File: config.mk
export PLATFORM = sky130hd
export DESIGN_NAME = bit_boolean_unit
export DESIGN_NICKNAME = d
export VERILOG_FILES = /design/src/rtl/bitu_pkg.sv /design/src/rtl/bitu_addr_map.sv /design/src/rtl/bitu_alu.sv /design/src/rtl/bit_boolean_unit.sv
export SDC_FILE = /design/constraint.sdc
export NUM_CORES = 1
export LEC_CHECK = 0
export ABC_AREA = 1
export BUFFER_PORTS_ARGS = -buffer_cell sky130_fd_sc_hd__buf_2
export CORE_MARGIN = 4
export CORE_UTILIZATION = 30
export CTS_BUF_LIST = sky130_fd_sc_hd__clkbuf_4
export DETAILED_ROUTE_END_ITERATION = 10
export PLACE_DENSITY = 0.62
export SLEW_MARGIN = 15
export SYNTH_ARGS = -nofsm -noshare
export SYNTH_HDL_FRONTEND = slang
export SYNTH_SLANG_ARGS = --single-unit
File: constraint.sdc
create_clock -name clk -period 3.4 [get_ports clk]
set_input_delay 0.51 -clock clk [delete_from_list [all_inputs] [get_ports clk]]
set_output_delay 0.51 -clock clk [all_outputs]
set_load 0.05 [all_outputs]
File: src/rtl/bitu_pkg.sv
package bitu_pkg;
  typedef enum logic [3:0] {
    OP_BSET   = 4'd0,
    OP_BCLR   = 4'd1,
    OP_BINV   = 4'd2,
    OP_CSET   = 4'd3,
    OP_CCLR   = 4'd4,
    OP_CINV   = 4'd5,
    OP_CAND   = 4'd6,
    OP_CANDN  = 4'd7,
    OP_COR    = 4'd8,
    OP_CORN   = 4'd9,
    OP_LDC    = 4'd10,
    OP_STC    = 4'd11,
    OP_TSET   = 4'd12,
    OP_TCLR   = 4'd13,
    OP_TSETCL = 4'd14,
    OP_NONE   = 4'd15
  } bitu_op_e;

  typedef enum logic [1:0] {
    ST_IDLE = 2'd0,
    ST_RD   = 2'd1,
    ST_WR   = 2'd2
  } bitu_st_e;
endpackage

File: src/rtl/bitu_addr_map.sv
module bitu_addr_map #(
  parameter int ADDR_W   = 8,
  parameter int DATA_W   = 8,
  parameter int RAM_BASE = 32
) (
  input  logic [ADDR_W-1:0]         bit_addr,
  output logic [ADDR_W-1:0]         byte_addr,
  output logic [$clog2(DATA_W)-1:0] bit_idx
);
  localparam int IDX_W = $clog2(DATA_W);
  localparam int ROW_W = ADDR_W - 1 - IDX_W;

  function automatic logic [ADDR_W-1:0] to_byte(input logic [ADDR_W-1:0] a);
    logic [ADDR_W-1:0] row;
    row = {{(ADDR_W-ROW_W){1'b0}}, a[ADDR_W-2:IDX_W]};
    if (a[ADDR_W-1]) to_byte = {a[ADDR_W-1:IDX_W], {IDX_W{1'b0}}};
    else             to_byte = ADDR_W'(RAM_BASE) + row;
  endfunction

  assign byte_addr = to_byte(bit_addr);
  assign bit_idx   = bit_addr[IDX_W-1:0];
endmodule

File: src/rtl/bitu_alu.sv
module bitu_alu
  import bitu_pkg::*;
#(
  parameter int DATA_W = 8
) (
  input  bitu_op_e                  op,
  input  logic [DATA_W-1:0]         byte_in,
  input  logic [$clog2(DATA_W)-1:0] bit_idx,
  input  logic                      carry_in,
  output logic                      wr_need,
  output logic [DATA_W-1:0]         byte_out,
  output logic                      carry_out,
  output logic                      test_hit
);
  function automatic logic [DATA_W-1:0] put_bit(input logic [DATA_W-1:0] b,
      input logic [$clog2(DATA_W)-1:0] i, input logic v);
    logic [DATA_W-1:0] r;
    r    = b;
    r[i] = v;
    return r;
  endfunction

  logic sel;
  assign sel = byte_in[bit_idx];

  always_comb begin
    wr_need   = 1'b0;
    byte_out  = byte_in;
    carry_out = carry_in;
    test_hit  = 1'b0;
    unique case (op)
      OP_BSET:   begin wr_need = 1'b1; byte_out = put_bit(byte_in, bit_idx, 1'b1); end
      OP_BCLR:   begin wr_need = 1'b1; byte_out = put_bit(byte_in, bit_idx, 1'b0); end
      OP_BINV:   begin wr_need = 1'b1; byte_out = put_bit(byte_in, bit_idx, ~sel); end
      OP_CSET:   carry_out = 1'b1;
      OP_CCLR:   carry_out = 1'b0;
      OP_CINV:   carry_out = ~carry_in;
      OP_CAND:   carry_out = carry_in & sel;
      OP_CANDN:  carry_out = carry_in & ~sel;
      OP_COR:    carry_out = carry_in | sel;
      OP_CORN:   carry_out = carry_in | ~sel;
      OP_LDC:    carry_out = sel;
      OP_STC:    begin wr_need = 1'b1; byte_out = put_bit(byte_in, bit_idx, carry_in); end
      OP_TSET:   test_hit = sel;
      OP_TCLR:   test_hit = ~sel;
      OP_TSETCL: begin
        test_hit = sel;
        wr_need  = sel;
        byte_out = put_bit(byte_in, bit_idx, 1'b0);
      end
      default: ;
    endcase
  end
endmodule

File: src/rtl/bit_boolean_unit.sv
module bit_boolean_unit
  import bitu_pkg::*;
#(
  parameter int ADDR_W   = 8,
  parameter int DATA_W   = 8,
  parameter int RAM_BASE = 32
) (
  input  logic              clk,
  input  logic              rst_n,
  input  logic              start,
  input  logic [3:0]        op,
  input  logic [ADDR_W-1:0] bit_addr,
  output logic [ADDR_W-1:0] mem_rd_addr,
  input  logic [DATA_W-1:0] mem_rd_data,
  output logic              mem_wr_en,
  output logic [ADDR_W-1:0] mem_wr_addr,
  output logic [DATA_W-1:0] mem_wr_data,
  output logic              busy,
  output logic              done,
  output logic              jump_take,
  output logic              carry
);
  localparam int IDX_W = $clog2(DATA_W);

  bitu_st_e          st_q;
  bitu_op_e          op_q;
  logic [ADDR_W-1:0] addr_q;
  logic [DATA_W-1:0] byte_q;
  logic              carry_q;

  logic [ADDR_W-1:0] byte_addr;
  logic [IDX_W-1:0]  bit_idx;
  logic              alu_wr, alu_carry, alu_hit;
  logic [DATA_W-1:0] alu_byte;

  // named events for the checker
  logic evt_accept, evt_commit;
  assign evt_accept = start && (st_q == ST_IDLE);
  assign evt_commit = (st_q == ST_WR);

  bitu_addr_map #(.ADDR_W(ADDR_W), .DATA_W(DATA_W), .RAM_BASE(RAM_BASE)) u_map (
    .bit_addr (addr_q),
    .byte_addr(byte_addr),
    .bit_idx  (bit_idx)
  );

  bitu_alu #(.DATA_W(DATA_W)) u_alu (
    .op       (op_q),
    .byte_in  (byte_q),
    .bit_idx  (bit_idx),
    .carry_in (carry_q),
    .wr_need  (alu_wr),
    .byte_out (alu_byte),
    .carry_out(alu_carry),
    .test_hit (alu_hit)
  );

  always_ff @(posedge clk or negedge rst_n) begin
    if (!rst_n) begin
      st_q    <= ST_IDLE;
      op_q    <= OP_NONE;
      addr_q  <= '0;
      byte_q  <= '0;
      carry_q <= 1'b0;
    end else begin
      unique case (st_q)
        ST_IDLE: if (evt_accept) begin
          op_q   <= bitu_op_e'(op);
          addr_q <= bit_addr;
          st_q   <= ST_RD;
        end
        ST_RD: begin
          byte_q <= mem_rd_data;
          st_q   <= ST_WR;
        end
        ST_WR: begin
          carry_q <= alu_carry;
          st_q    <= ST_IDLE;
        end
        default: st_q <= ST_IDLE;
      endcase
    end
  end

  assign mem_rd_addr = byte_addr;
  assign mem_wr_addr = byte_addr;
  assign mem_wr_data = alu_byte;
  assign mem_wr_en   = evt_commit && alu_wr;
  assign jump_take   = evt_commit && alu_hit;
  assign done        = evt_commit;
  assign busy        = (st_q != ST_IDLE);
  assign carry       = carry_q;
endmodule

### Word level (Yosys, flattened, before mapping)

Cells that the tools add are included.

* bitwise logic cells: 9
* reduce and logical (&&, ||, !) cells: 13
* add/sub/neg operators: 1
* order comparisons: 2
* equality and inequality tests: 17
* multiplexer cells: 13

Operator list (number)
* $pmux 8 s4: 1
* $eq 4x4->1 const B: 7
* $bwmux 8: 2
* $eq 4x3->1 const B: 4
* $and 8x8->8: 1
* $eq 4x2->1 const B: 2
* $mux 8: 1
* $not 8->8: 1
* $or 8x8->8: 1
* $pmux 1 s8: 1
* $reduce_bool 8->1: 1
* $add 6x4->7 const A: 1
* $eq 4x1->1 const B: 1
* $logic_and 1x1->1: 4
* $logic_not 4->1: 1
* $lt 3x4->1 const B: 1
* $pmux 1 s2: 2
* $pmux 2 s2: 1
* $reduce_and 2->1: 2
* $reduce_or 2->1: 2
* $reduce_or 4->1: 1
* $bmux 1 s3: 1
* $demux 1 s3: 1
* $ge 3x1->1 const B: 1
* other kinds (10): 14

* output and inout bits: 29
* logic and storage cells: 60
* bits in registers: 23

### Logic depth before layout (Yosys ltp)

Gate-level depths: netlist of the first run.

* depth after elaboration: 7
* gate-level depth with buffers: 13
* gate-level depth less buffers: 12

### By module

Synthesis of the first run repeated with hierarchy kept, for this count alone.

* cell total of the unflattened synthesis: 237
* area total of the unflattened synthesis: 1596.5 um^2

By module, submodules not included
* bit_boolean_unit: times used 1, area each 980.9 um^2, cells each 111, seq. area each 580.6 um^2
* bitu_alu: times used 1, area each 518.0 um^2, cells each 106, seq. area each 0.0 um^2
* bitu_addr_map: times used 1, area each 97.6 um^2, cells each 20, seq. area each 0.0 um^2

### Least setup slack after synthesis of the first run

Ideal clock, no wire load.

* path type: flip-flop to output port
* start: reg st_q[0]
* end: out jump_take
* data arrival time: 2.075 ns
* cell stages (with the launch flop): 4
* slack: 0.815 ns
* cell sequence: dfrtp_1 nor2_1 nand3_1 a21oi_1

* cells in the longest elaborated chain, start to end: 2

RTL lines
* from (decl): RTL line bit_boolean_unit.sv:25 `bitu_st_e st_q;`
* from (signal assigned): RTL line bit_boolean_unit.sv:60 `st_q <= ST_IDLE;`
* from (signal assigned): RTL line bit_boolean_unit.sv:70 `st_q <= ST_RD;`
* from (signal assigned): RTL line bit_boolean_unit.sv:74 `st_q <= ST_WR;`
* $eq 2x2->1: RTL line bit_boolean_unit.sv:39 `assign evt_commit = (st_q == ST_WR);`
* via done: RTL line bit_boolean_unit.sv:19 `output logic done,`
* $logic_and 1x1->1: RTL line bit_boolean_unit.sv:89 `assign jump_take = evt_commit && alu_hit;`
* to (decl): RTL line bit_boolean_unit.sv:20 `output logic jump_take,`

The timed path passes the listed nets, and every way through them passes these cells.

### Worst setup path after layout of the first run

* start: reg op_q[2]
* end: out mem_wr_data[1]

* cells in the longest elaborated chain, start to end: 3

RTL lines
* from (decl): RTL line bit_boolean_unit.sv:26 `bitu_op_e op_q;`
* from (signal assigned): RTL line bit_boolean_unit.sv:68 `op_q <= bitu_op_e'(op);`
* $eq 4x1->1 or $eq 4x4->1 (tied branches): RTL line bitu_alu.sv:31 `unique case (op)`
* $reduce_or 2->1 (no line)
* $pmux 8 s4 *: RTL line bitu_alu.sv:31
* to (decl): RTL line bit_boolean_unit.sv:17 `output logic [DATA_W-1:0] mem_wr_data,`

Every way passes the cells marked *; elsewhere a longest branch is shown, timed or not.

==> results of run 1 <==
-- metal layers --
layer / global-route usage, % / up-vias / share of wire, %
met4: 4.02 / 0 / 0.97
met5: 0 / - / 0
li1: - / 742 / -
met2: 18.8 / 37 / 45
met3: 2.41 / 2 / 4.9
met1: 17.4 / 630 / 50
-- cells by family after synthesis --
kind of cell	count (synthesis)	share of synthesized area, %
AO/OA/AOI/OAI	34	12.7
buffers and inverters	47	16.1
flip-flops	23	39.4
AND/OR/NAND/NOR	111	31.9
-- through the flow --
| step | setup WS [ps] | hold WS (ps) | area (um^2) | util, % |
|---|---|---|---|---|
| final | 757 | 153 | 1720 | 36.1 |
| after global routing | 564 | 186 | 1720 | 36.1 |
| after CTS | 749 | 168 | 1720 | 36.1 |
| after detailed placement | 1110 | 504 | 1690 | 35.6 |
| after global placement | 1110 | 502 | 1690 | 35.6 |
| after floorplan | 815 | 214 | 1470 | - |
-- worst register-to-register path, stage by stage (launching register included) --
cell and delay (ps):
dfrtp_1 500, inv_2 180, nand2_1 70, nand3_1 100, inv_1 50, nor2_1 90
nand2_1 80, nand2_1 100, nand3_1 80, nand2_1 60, nand3_1 70, nand2_1 60
inv_1 30
-- state kept, by name (all words and copies together) (netlist names) --
| signal | cells |
|---|---|
| carry | 1 |
| addr_q | 8 |
| op_q | 4 |
| byte_q | 8 |
| st_q | 2 |
-- cell usage after synthesis --
cell	instances	area, um^2
o2111a_1	1	11.3
buf_4	9	67.6
nand2_2	2	12.5
inv_1	27	101
nor2_1	18	67.6
o211ai_1	1	7.51
buf_6	3	33.8
inv_2	2	7.51
clkbuf_1	4	15.0
nor3_1	4	20.0
inv_4	1	6.26
a31o_2	1	8.76
a31oi_1	1	6.26
nor2_2	3	18.8
nand3_1	12	60.1
dfstp_2	4	105
buf_2	1	5.00
o21a_1	1	7.51
nand4_1	5	31.3
a21oi_1	14	70.1
dfrtp_1	19	475
o21ai_0	15	75.1
nand2_1	66	248
nand3b_2	1	11.3
-- how the worst max path moves through the flow --
stage | from | to | slack (ps) | depth (start not counted)
floorplan | st_q[0] | jump_take | 820 | 3
global placement | op_q[2] | mem_wr_data[1] | 1110 | 8
detailed placement | op_q[2] | mem_wr_data[1] | 1110 | 8
CTS | op_q[2] | mem_wr_data[1] | 750 | 8
global route | addr_q[0] | mem_wr_data[1] | 560 | 9
finish | op_q[2] | mem_wr_data[1] | 760 | 8
-- power groups by stage --
| stage | clock (mW) | combinational, mW | sequential, mW |
|---|---|---|---|
| 2_1_floorplan | 0 | 0.724 | 0.420 |
| 3_3_place_gp | 0 | 0.834 | 0.440 |
| 3_5_place_dp | 0 | 0.836 | 0.439 |
| 4_1_cts | 0.134 | 0.839 | 0.433 |
| 5_1_grt | 0.145 | 0.907 | 0.450 |
| 6_report | 0.126 | 0.834 | 0.434 |
-- layout make-up --
| type | count | area, um^2 | area share (%) |
|---|---|---|---|
| clock buffer | 3 | 22.5 | 1.31 |
| clock inverter | 1 | 5.00 | 0.291 |
| inverter | 30 | 115 | 6.70 |
| multi-input combinational | 145 | 656 | 38.2 |
| sequential | 23 | 581 | 33.8 |
| tap | 67 | 83.8 | 4.88 |
| timing repair buffer | 51 | 255 | 14.9 |
==> impl_metrics.py, run 1 <==
metrics = {
    "status": {
        "outcome": "complete, no violations",
    },
    "clock_network": {
        "clkLatencyLatePin_ps": 300,
        "cts-root-buf": "clkbuf_4",
        "cts_tree": "done",
        "htreeDepth": 1,
        "clk_pin_slew_ps": 130,
        "postCtsResizedCells": 0,
        "cts_inserted_buffers": 3,
        "cts_setup_buffers": 0,
        "clockBufferDepth": 2,
        "cts_hold_buf": 0,
        "clkSinkCount": 23,
    },
    "power_and_ir_drop": {
        "clockPowerShare_pct": 9.0,
        "power.density_mw_per_mm2": 811,
        "p_int_mw": 0.597,
        "seqPwrFrac_pct": 31.1,
        "p_switching_mw": 0.796,
        "sw_frac_of_total_pct": 57.1,
        "combPwrFrac_pct": 59.8,
        "total_power_mw": 1.39,
        "ir_worst_vdd_uv": 361,
        "power.leakage_nw": 0.986,
    },
    "routing": {
        "routed_wirelength_um": 3520,
        "dr.pass1.iters": 4,
        "wl_per_cell_um": 11.0,
        "drtIter0Drc": 112,
        "ant_nets": 0,
        "vias": 1411,
        "drc": 0,
        "viasPerCell": 4.41,
    },
    "setup_path": {
        "slowest_stage": "dfstp_2",
        "start_kind": "register",
        "crit_type": "reg2out",
        "slowest_delay_ps": 640,
        "rrSetupSlack_ps": 1840,
        "reg2reg_from": "addr_q[0]",
        "path_buf_inv": 2,
        "cp_common_cell": "nand2_2",
        "cp.arrival_ps": 2130,
        "crit_path_max_fanout": 10,
        "worstPathCellList": "nor2_2, nand2_2, nand2_2, a31o_2, nand3b_2, inv_4, a21oi_1, buf_2",
        "cp-end-kind": "output port",
        "timing.rr.end": "carry",
        "cp.required_ps": 2890,
        "cpLargestDelayFamily": "flip-flops",
        "reg2reg_depth": 12,
    },
    "die": {
        "ios": 52,
        "dieWidth_um": 78.1,
        "die_area_mm2": 0.00609,
        "start_util_pct": 31.0,
        "coreArea_mm2": 0.00475,
        "row_count": 25,
        "die_h_um": 78.1,
    },
    "grt": {
        "grt_pass1_wl_um": 6200,
        "grtUsageTotal_pct": 12.3,
        "grt_overflow": 0,
        "grt_max_degree": 24,
        "grt_pass1_vias": 1351,
        "antenna_found_initial": 0,
    },
    "timing": {
        "rsz0062_at_grt": "no",
        "tns_ps": 0,
        "finalHoldViolations": 0,
        "fin_worst_skew_ps": 2.83,
        "fin_crit_sh_pct": 77.7,
        "relSlewSlack_pct": 64.4,
        "setup_viol": 0,
        "fmax_ghz": 0.378,
        "slew_violations": 0,
        "tightestPinTransition_ps": 533,
        "finalCriticalPeriod_ps": 2640,
    },
    "finish": {
        "final_common_cell": "nand2_1",
        "diodes": 0,
        "final_cell_mix": "66 x nand2_1, 51 x buf_2, 27 x inv_1, 19 x dfrtp_1, 18 x nor2_1",
        "drive_gt1_share_pct": 27.3,
        "nNetsFinal": 277,
        "stdcell_count": 320,
        "nFillCells": 551,
        "area_delta_synth_final_pct": 16.7,
    },
    "logic_synthesis": {
        "syn_area_mm2": 0.00147,
        "synth_nets": 238,
        "avgSynthCellArea_um2": 6.85,
        "yosysSeqAreaShare_pct": 39.4,
        "synth_cells": 215,
        "yosys_register_bits": 23,
        "yosys_warnings": 0,
        "synth_cell_type_count": 24,
    },
    "flow_run": {
        "cap_violations": 0,
    },
    "placement": {
        "gp_congestion": 0.881,
        "dp_hpwl_um": 2750,
        "placed_cells": 316,
        "port_buffers": 51,
    },
    "worst_hold_path": {
        "hp-class": "in2async",
    },
}
(Power assumes the default switching activity.)
==> inputs of run 2 (changes only) <==
--- a/config.mk
+++ b/config.mk
@@ -5,7 +5,7 @@
 export SDC_FILE = /design/constraint.sdc
 export NUM_CORES = 1
 export LEC_CHECK = 0
-export ABC_AREA = 1
+export ABC_AREA = 0
 export BUFFER_PORTS_ARGS = -buffer_cell sky130_fd_sc_hd__buf_2
 export CORE_MARGIN = 4
 export CORE_UTILIZATION = 30
==> constraint.sdc (replaced) <==
create_clock -name clk -period 2.5 [get_ports clk]
set_input_delay 0.375 -clock clk [delete_from_list [all_inputs] [get_ports clk]]
set_output_delay 0.375 -clock clk [all_outputs]
set_load 0.05 [all_outputs]
==> impl_metrics.py, run 2 <==
metrics = {
    "routing": {
        "viasPerCell": 4.72,
        "ant_nets": 0,
        "wl_per_cell_um": 13.3,
        "drc": 0,
        "vias": 1203,
        "dr.pass1.iters": 4,
        "drtIter0Drc": 56,
        "routed_wirelength_um": 3390,
    },
    "power_and_ir_drop": {
        "p_switching_mw": 1.13,
        "total_power_mw": 2.16,
        "p_int_mw": 1.04,
        "sw_frac_of_total_pct": 52.1,
        "power.leakage_nw": 0.831,
        "combPwrFrac_pct": 61.6,
        "power.density_mw_per_mm2": 1180,
        "seqPwrFrac_pct": 30.0,
        "ir_worst_vdd_uv": 454,
        "clockPowerShare_pct": 8.3,
    },
    "finish": {
        "final_common_cell": "buf_2",
        "reg.largest.list": "addr_q x8, byte_q x8, op_q x4",
        "nFillCells": 486,
        "area_delta_synth_final_pct": 24.9,
        "post-route-cell-area_mm2": 0.00183,
        "nNetsFinal": 212,
        "diodes": 0,
        "final_cell_mix": "42 x buf_2, 19 x mux2_2, 16 x dfrtp_1, 15 x buf_4, 11 x a31oi_1",
        "drive_gt1_share_pct": 54.8,
        "seqCellArea_um2": 584,
        "multiInputGateArea_um2": 774,
    },
    "setup_path": {
        "worstPathCellList": "mux2i_1, o21ai_1, a22o_1, a21o_4, a31oi_1, buf_4",
        "cp.arrival_ps": 2080,
        "slowest_delay_ps": 470,
        "path_buf_inv": 1,
        "cp.required_ps": 2120,
        "start_kind": "register",
        "crit_type": "reg2out",
        "slowest_stage": "dfrtp_2",
        "cp-end-kind": "output port",
        "cpLargestDelayFamily": "compound AO/OA/AOI/OAI gates",
        "crit_path_max_fanout": 8,
    },
    "timing": {
        "setup_viol": 0,
        "fin_worst_skew_ps": 3.03,
        "fmax_ghz": 0.408,
        "relSlewSlack_pct": 65.8,
        "tns_ps": 0,
        "slew_violations": 0,
        "tightestPinTransition_ps": 513,
        "fin_hold_ws_ps": 20.7,
        "finalCriticalPeriod_ps": 2450,
        "rsz0062_at_grt": "yes",
        "setup_ws_ps": 49.1,
        "fin_crit_sh_pct": 98.0,
        "finalHoldViolations": 0,
    },
    "logic_synthesis": {
        "async_flop_share_pct": 100,
        "avgSynthCellArea_um2": 10.2,
        "synth.area.top_cells": "dfrtp_1 32%, mux2_2 15%, dfstp_2 7.2%, buf_4 5.1%, a31oi_1 4.7%",
        "yosys_register_bits": 23,
        "syn_area_mm2": 0.00147,
        "synth_top_area_share_pct": 32.4,
        "synth_edf_count": 0,
        "synth_cells": 144,
        "netlist_top_cells_count": "19 x dfrtp_1, 19 x mux2_2, 11 x a31oi_1, 10 x buf_4",
        "synth_top_area_cell": "dfrtp_1",
        "synth_nets": 167,
        "yosysSeqAreaShare_pct": 39.6,
        "synthFlopType": "dfrtp_1",
        "yosys_warnings": 0,
        "synth_cell_type_count": 40,
    },
    "grt": {
        "grtUsageTotal_pct": 11.0,
        "antenna_found_initial": 0,
        "grt_overflow": 0,
        "grt_max_degree": 24,
        "grt_pass1_vias": 1124,
        "grt_pass1_wl_um": 5440,
    },
    "worst_hold_path": {
        "hp-class": "in2async",
    },
    "die": {
        "start_util_pct": 31.1,
        "coreArea_mm2": 0.00472,
        "row_count": 25,
        "ios": 52,
        "dieWidth_um": 77.9,
        "die_area_mm2": 0.00608,
        "die_h_um": 77.9,
    },
    "clock_network": {
        "clkSinkCount": 23,
        "cts_tree": "done",
        "cts_inserted_buffers": 3,
        "cts-root-buf": "clkbuf_4",
        "clk_pin_slew_ps": 120,
        "clockBufferDepth": 2,
        "clkLatencyLatePin_ps": 300,
        "htreeDepth": 1,
        "cts_hold_buf": 0,
    },
    "placement": {
        "placed_area_mm2": 0.00172,
        "gp_congestion": 0.793,
        "place_ws_ps": 275,
        "dp_hpwl_um": 2490,
        "port_buffers": 51,
    },
    "status": {
        "outcome": "complete, no violations",
    },
    "flow_run": {
        "cap_violations": 0,
    },
}
==> run 2: changes by cell type after synthesis, moves of 4 or more <==
| cell | previous run | this run |
|---|---|---|
| o21ai_0 | 15 | 4 |
| nor2b_1 | 0 | 8 |
| nand2_1 | 66 | 8 |
| mux2_2 | 0 | 19 |
| mux2i_1 | 0 | 4 |
| nor2_1 | 18 | 4 |
| nand4_1 | 5 | 0 |
| nand3_1 | 12 | 6 |
| a21oi_1 | 14 | 5 |
| inv_1 | 27 | 4 |
| a31oi_1 | 1 | 11 |
==> run 2: layer usage <==
metal  vias to the layer above  track usage, %  routed length, um
li1                        603               -                  -
met2                        28            16.7               1620
met5                         -               0                  0
met1                       570            15.8               1600
met3                         2            1.74                138
met4                         0            3.85                 29
==> run 2: timing repair <==
item | 4_1_cts | 5_1_grt
resized for setup | 8 | 19
buffers inserted | 0 | 2
endpoints found under the setup margin | 8 | 10
pin swaps | 0 | 2
==> run 2: worst register-to-register path: stages, from the launching register on <==
cell,delay [ps]
dfrtp_2,470
mux2i_1,220
o21ai_1,80
a22o_1,290
buf_4,180
a31o_1,220
a32o_1,190
==> run 2: worst paths after layout <==
| check | from | end | slack, ps | cells past startpoint |
|---|---|---|---|---|
| min | rst_n | byte_q[5] | 20 | 1 |
| max | addr_q[1] | mem_wr_data[3] | 50 | 6 |
| max in group asynchronous | rst_n | addr_q[0] | 2110 | 1 |
| min in group clk | bit_addr[0] | addr_q[0] | 270 | 3 |
| max reg2reg | addr_q[1] | carry | 750 | 6 |
| min reg2reg | addr_q[5] | addr_q[5] | 530 | 1 |
==> run 2: power by group through the flow <==
stage	clock (mW)	sequential [mW]	combinational (mW)
after detailed placement	0	0.649	1.24
after global routing	0.204	0.680	1.42
after CTS	0.195	0.642	1.27
after global placement	0	0.650	1.24
final	0.180	0.650	1.33
after floorplan	0	0.588	1.11
==> run 2: kinds of logic (layout without fill, tap and decap cells) <==
kind of cell	Yosys count	after routing	synth area share [%]
buffers and inverters	24	68	10.6
multiplexers	24	24	18.3
XOR/XNOR	1	1	0.597
flip-flops	23	23	39.6
AO/OA/AOI/OAI	34	34	17.2
AND/OR/NAND/NOR	38	38	13.7
==> run 2: final cells by class <==
| class | count | share of cell area (%) |
|---|---|---|
| multi-input cells | 97 | 42.3 |
| inverters | 5 | 1.02 |
| repair buffers | 59 | 18.6 |
| well taps | 67 | 4.57 |
| clock buffers | 4 | 1.64 |
| flip-flops and latches | 23 | 31.9 |
==> run 2: stage by stage <==
stage	instances	utilization [%]
floorplan	144	-
global placement	249	36.3
detailed placement	249	36.3
CTS	253	37.4
global route	255	38.8
finish	255	38.8
